--- config.mk ---
export PLATFORM = sky130hd
export DESIGN_NAME = vec_intc
export DESIGN_NICKNAME = d
export VERILOG_FILES = /design/src/rtl/vec_intc_pkg.sv /design/src/rtl/vec_intc_top_bit.sv /design/src/rtl/vec_intc_gate.sv /design/src/rtl/vec_intc.sv
export SDC_FILE = /design/constraint.sdc
export NUM_CORES = 2
export LEC_CHECK = 0
export BUFFER_PORTS_ARGS = -buffer_cell sky130_fd_sc_hd__buf_4
export CORE_MARGIN = 3
export CORE_UTILIZATION = 47
export CTS_BUF_LIST = sky130_fd_sc_hd__clkbuf_8
export CTS_CLUSTER_DIAMETER = 120
export DETAILED_ROUTE_END_ITERATION = 8
export PLACE_DENSITY = 0.73
export SLEW_MARGIN = 20
export SYNTH_ARGS = -nofsm -noshare
export SYNTH_HDL_FRONTEND = slang
export SYNTH_SLANG_ARGS = --single-unit
--- constraint.sdc ---
create_clock -name clk_i -period 9 [get_ports clk_i]
set_clock_uncertainty 0.1 [all_clocks]
set_input_delay 0.45 -clock clk_i [delete_from_list [all_inputs] [get_ports clk_i]]
set_output_delay 0.45 -clock clk_i [all_outputs]
set_load 0.01 [all_outputs]
--- src/rtl/vec_intc_pkg.sv ---
package vec_intc_pkg;
  localparam int unsigned VEC_W_DEF = 8;
  localparam int unsigned CLS_W_DEF = 4;
endpackage

--- src/rtl/vec_intc_top_bit.sv ---
module vec_intc_top_bit #(
  parameter int unsigned W     = 256,
  parameter int unsigned IDX_W = 8
) (
  input  logic [W-1:0]     vec_i,
  output logic             any_o,
  output logic [IDX_W-1:0] idx_o
);
  assign any_o = |vec_i;

  // last hit wins, so the highest set bit is reported
  always_comb begin
    idx_o = '0;
    for (int i = 0; i < W; i++) begin
      if (vec_i[i]) idx_o = IDX_W'(i);
    end
  end
endmodule

--- src/rtl/vec_intc_gate.sv ---
module vec_intc_gate #(
  parameter int unsigned VEC_W = 8,
  parameter int unsigned CLS_W = 4
) (
  input  logic             req_any_i,
  input  logic [VEC_W-1:0] req_top_i,
  input  logic             svc_any_i,
  input  logic [VEC_W-1:0] svc_top_i,
  input  logic [VEC_W-1:0] tpr_i,
  output logic             fire_o
);
  logic [CLS_W-1:0] req_cls, svc_cls, tpr_cls;

  assign req_cls = req_top_i[VEC_W-1 -: CLS_W];
  assign svc_cls = svc_top_i[VEC_W-1 -: CLS_W];
  assign tpr_cls = tpr_i[VEC_W-1 -: CLS_W];

  assign fire_o = req_any_i && (req_cls > tpr_cls) &&
                  (!svc_any_i || (req_cls > svc_cls));
endmodule

--- src/rtl/vec_intc.sv ---
module vec_intc
  import vec_intc_pkg::*;
#(
  parameter int unsigned VEC_W = VEC_W_DEF,
  parameter int unsigned CLS_W = CLS_W_DEF
) (
  input  logic             clk_i,
  input  logic             rst_ni,
  input  logic             msg_valid_i,
  input  logic [VEC_W-1:0] msg_vec_i,
  input  logic             msg_level_i,
  input  logic             tpr_we_i,
  input  logic [VEC_W-1:0] tpr_wdata_i,
  output logic             irq_o,
  input  logic             ack_i,
  output logic [VEC_W-1:0] ack_vec_o,
  input  logic             eoi_i,
  output logic             eoi_msg_valid_o,
  output logic [VEC_W-1:0] eoi_msg_vec_o
);
  localparam int unsigned NUM_VEC = 1 << VEC_W;

  logic [NUM_VEC-1:0] irr_q, irr_d, isr_q, isr_d, tmr_q, tmr_d;
  logic [VEC_W-1:0]   tpr_q;
  logic               irq_q, eoi_vld_q;
  logic [VEC_W-1:0]   eoi_vec_q;

  logic               irr_any, isr_any, dispatch;
  logic [VEC_W-1:0]   irr_top, isr_top;
  logic               ack_fire, eoi_fire;

  vec_intc_top_bit #(.W(NUM_VEC), .IDX_W(VEC_W)) u_irr_top (
    .vec_i(irr_q), .any_o(irr_any), .idx_o(irr_top)
  );

  vec_intc_top_bit #(.W(NUM_VEC), .IDX_W(VEC_W)) u_isr_top (
    .vec_i(isr_q), .any_o(isr_any), .idx_o(isr_top)
  );

  vec_intc_gate #(.VEC_W(VEC_W), .CLS_W(CLS_W)) u_gate (
    .req_any_i(irr_any), .req_top_i(irr_top),
    .svc_any_i(isr_any), .svc_top_i(isr_top),
    .tpr_i(tpr_q), .fire_o(dispatch)
  );

  assign ack_fire = ack_i & irq_q;
  assign eoi_fire = eoi_i & isr_any;

  // clears first, a same-cycle message set wins
  always_comb begin
    irr_d = irr_q;
    isr_d = isr_q;
    tmr_d = tmr_q;
    if (ack_fire) begin
      irr_d[irr_top] = 1'b0;
      isr_d[irr_top] = 1'b1;
    end
    if (eoi_fire) begin
      isr_d[isr_top] = 1'b0;
      irr_d[isr_top] = 1'b0;
    end
    if (msg_valid_i) begin
      irr_d[msg_vec_i] = 1'b1;
      tmr_d[msg_vec_i] = msg_level_i;
    end
  end

  always_ff @(posedge clk_i or negedge rst_ni) begin
    if (!rst_ni) begin
      irr_q     <= '0;
      isr_q     <= '0;
      tmr_q     <= '0;
      tpr_q     <= '0;
      irq_q     <= 1'b0;
      eoi_vld_q <= 1'b0;
      eoi_vec_q <= '0;
    end else begin
      irr_q     <= irr_d;
      isr_q     <= isr_d;
      tmr_q     <= tmr_d;
      if (tpr_we_i) tpr_q <= tpr_wdata_i;
      irq_q     <= dispatch & ~ack_fire;
      eoi_vld_q <= eoi_fire & tmr_q[isr_top];
      eoi_vec_q <= isr_top;
    end
  end

  assign irq_o           = irq_q;
  assign ack_vec_o       = irr_top;
  assign eoi_msg_valid_o = eoi_vld_q;
  assign eoi_msg_vec_o   = eoi_vec_q;
endmodule

==> metrics.txt <==
RSZ-0062 raised after global routing no; yosys warns 0; Setup CP Type flop to flop; IO Port Bufs 36; total track usage 36.5%; post_cts resized 0; max incr delay on CP 0.99 ns; FILL cells 7768; Async S/R FF share, synth 100%; Worst Hold Class input pin to flop; crit start category flop; Tcrit/Tclk final 68.6%; Detail Route Antenna Nets 0; Area contributors post-synth dfrtp_1, mux2_2, nor2_1; sequential cell area 19600 um^2; CP arrival 6.78 ns; Synth cell types 86; Area growth, synth to finish 10.7%; crit end category flop; GP Congestion 1.04; Worst-path clk slew 0.06 ns; Overflow after GRT 0; CTS Buffer Depth 3; CP bufs+invs 0; min Tclk post-route 6.17 ns; worst rel slew slack 2.10%; max cap viols 1; Gate Count Post-Synth 4447; post-synthesis sequential area ratio 47.5%; cts bufs inserted 136; share of cells above drive strength 1 14.5%; Slew @ Worst Pin 1.46 ns; Post-synth EDFFs 0; drt pass-1 iters 9; initial core utilization 47.9%; Mapped Nets 4478; Final Hold Fails 0; syn_area_per_cell 9.26 um^2; count leader, synth dfrtp_1; vias in the first global route 37363; Boundary Pins 41; Largest delay share family, worst path compound AO/OA/AOI/OAI gates; initial antenna violation count 10; H-tree depth 4; first-pass GRT wire length 246000 um; postcts setup bufs 0; CTS tree yes; core footprint 86100 um^2; CP Max Fanout 15; top cell type's share of synthesized area 47.5%; Fmax 162 MHz; Final setup viols 0; flops & latches, synth 782; Critical Path, Cell by Cell nor2_1 > o31ai_1 > a211oi_1 > o31ai_1 > a21oi_1 > o21ai_1 > a2111oi_0 > o211ai_1 > a31oi_1 > nand2_1 > a21oi_1 > nand3_2 > nor2_1 > o22ai_1; status finished with violations; multi-input logic area 20300 um^2; Layout Cell Area excl Fill 45600 um^2; Total Routed Length 170000 um; violated checks design-rule violations, max-capacitance violations; Clock Sinks 782; DIE HEIGHT 302 um; Clock Latency Late Sink 0.86 ns; max-slew violations 0; largest net degree at the start of global routing 137; critical path's slowest cell nand3_2; row count 107; hold_buf cts 23; mapped cell area 41200 um^2; CP required 9.60 ns; commonest cells in the netlist dfrtp_1, nor2_1, o21ai_0; Avg WL per Cell 29.9 um; vias per inst 6.99; HPWL after detailed placement 106000 um; Placed Area 42700 um^2; routed vias 39828; Synth Flop Type dfrtp_1; die width 302 um; root buf cell clkbuf_8; largest area contributor in the netlist dfrtp_1; Fin Setup TNS 0 ns; # nets final 4479; # DRC 1; die area 91200 um^2; DRT iter0 DRCs 6388
cells in the final DEF (no fill, tap or decap), types with 40 or more instances in the layout:
cell,synthesis,final
dfrtp_1,782,782
nor2_1,681,676
o21ai_0,303,302
nand2_1,298,283
mux2_2,262,262
o22ai_1,222,222
a21oi_1,190,187
nor4_1,166,165
inv_1,114,161
clkbuf_8,0,156
nor3_1,151,149
o22a_1,147,147
buf_4,4,118
mux2i_1,76,76
nand3_1,79,71
a2bb2oi_1,61,61
nor2b_1,40,40
cell families after synthesis:
group	count (synthesis)	synth area share, %
fa+ha+maj	8	0.243
simple gates	1624	18.3
mux	346	9.44
flops	782	47.5
buf+inv	401	3.76
compound gates	1286	20.7
final cells by class:
type	count	area share (%)
flip-flops and latches	782	42.9
repair buffers	146	2.62
clock buffers	156	4.71
well taps	1144	3.14
diodes	5	0.0274
inverters	118	0.982
clock inverters	79	1.08
multi-input cells	3264	44.5
worst paths after layout:
path	start	end	slack, ns	cells after the start
hold reg to reg	tmr_q[31]	tmr_q[31]	0.40	1
setup / recovery	irr_q[3]	irr_q[108]	2.83	14
max in group asynchronous	rst_ni	tmr_q[194]	6.48	4
hold / removal	msg_vec_i[5]	tmr_q[2]	0.11	4
setup reg to reg	irr_q[3]	irr_q[108]	2.83	14
min in group asynchronous	rst_ni	irr_q[211]	0.14	2
registers in the layout, indices dropped and copies added (netlist names):
| signal | flops |
|---|---|
| eoi_msg_vec_o | 8 |
| irr_q | 256 |
| isr_q | 256 |
| eoi_msg_valid_o | 1 |
| tmr_q | 256 |
| tpr_q | 4 |
| irq_o | 1 |
stage by stage:
step           instances  hold slack [ns]  worst slack (ns)  util, %
6_report            5694            0.110              2.83     53.0
5_1_grt             5690            0.120              2.84     53.0
4_1_cts             5689           0.0320              3.22     52.9
3_5_place_dp        5431            0.383              3.26     49.6
3_3_place_gp        5431            0.379              3.27     49.6
2_1_floorplan       4447           0.0544              5.19        -
layer usage:
layer | GRT usage, % | vias up | part of all wire (%)
li1 | - | 16450 | -
met2 | 49.8 | 3215 | 40
met1 | 47.5 | 19284 | 36
met3 | 15.4 | 871 | 16
met4 | 23.5 | 8 | 7.9
met5 | 0 | - | 0.032
worst min-delay path, stage by stage:
cell and delay [ns]:
buf_4 0.17, nor4_1 0.11, nand2_1 0.11, mux2_2 0.16
Power is not shown: default switching activity piles up to over one toggle a cycle in this logic, so the estimate is an artifact.
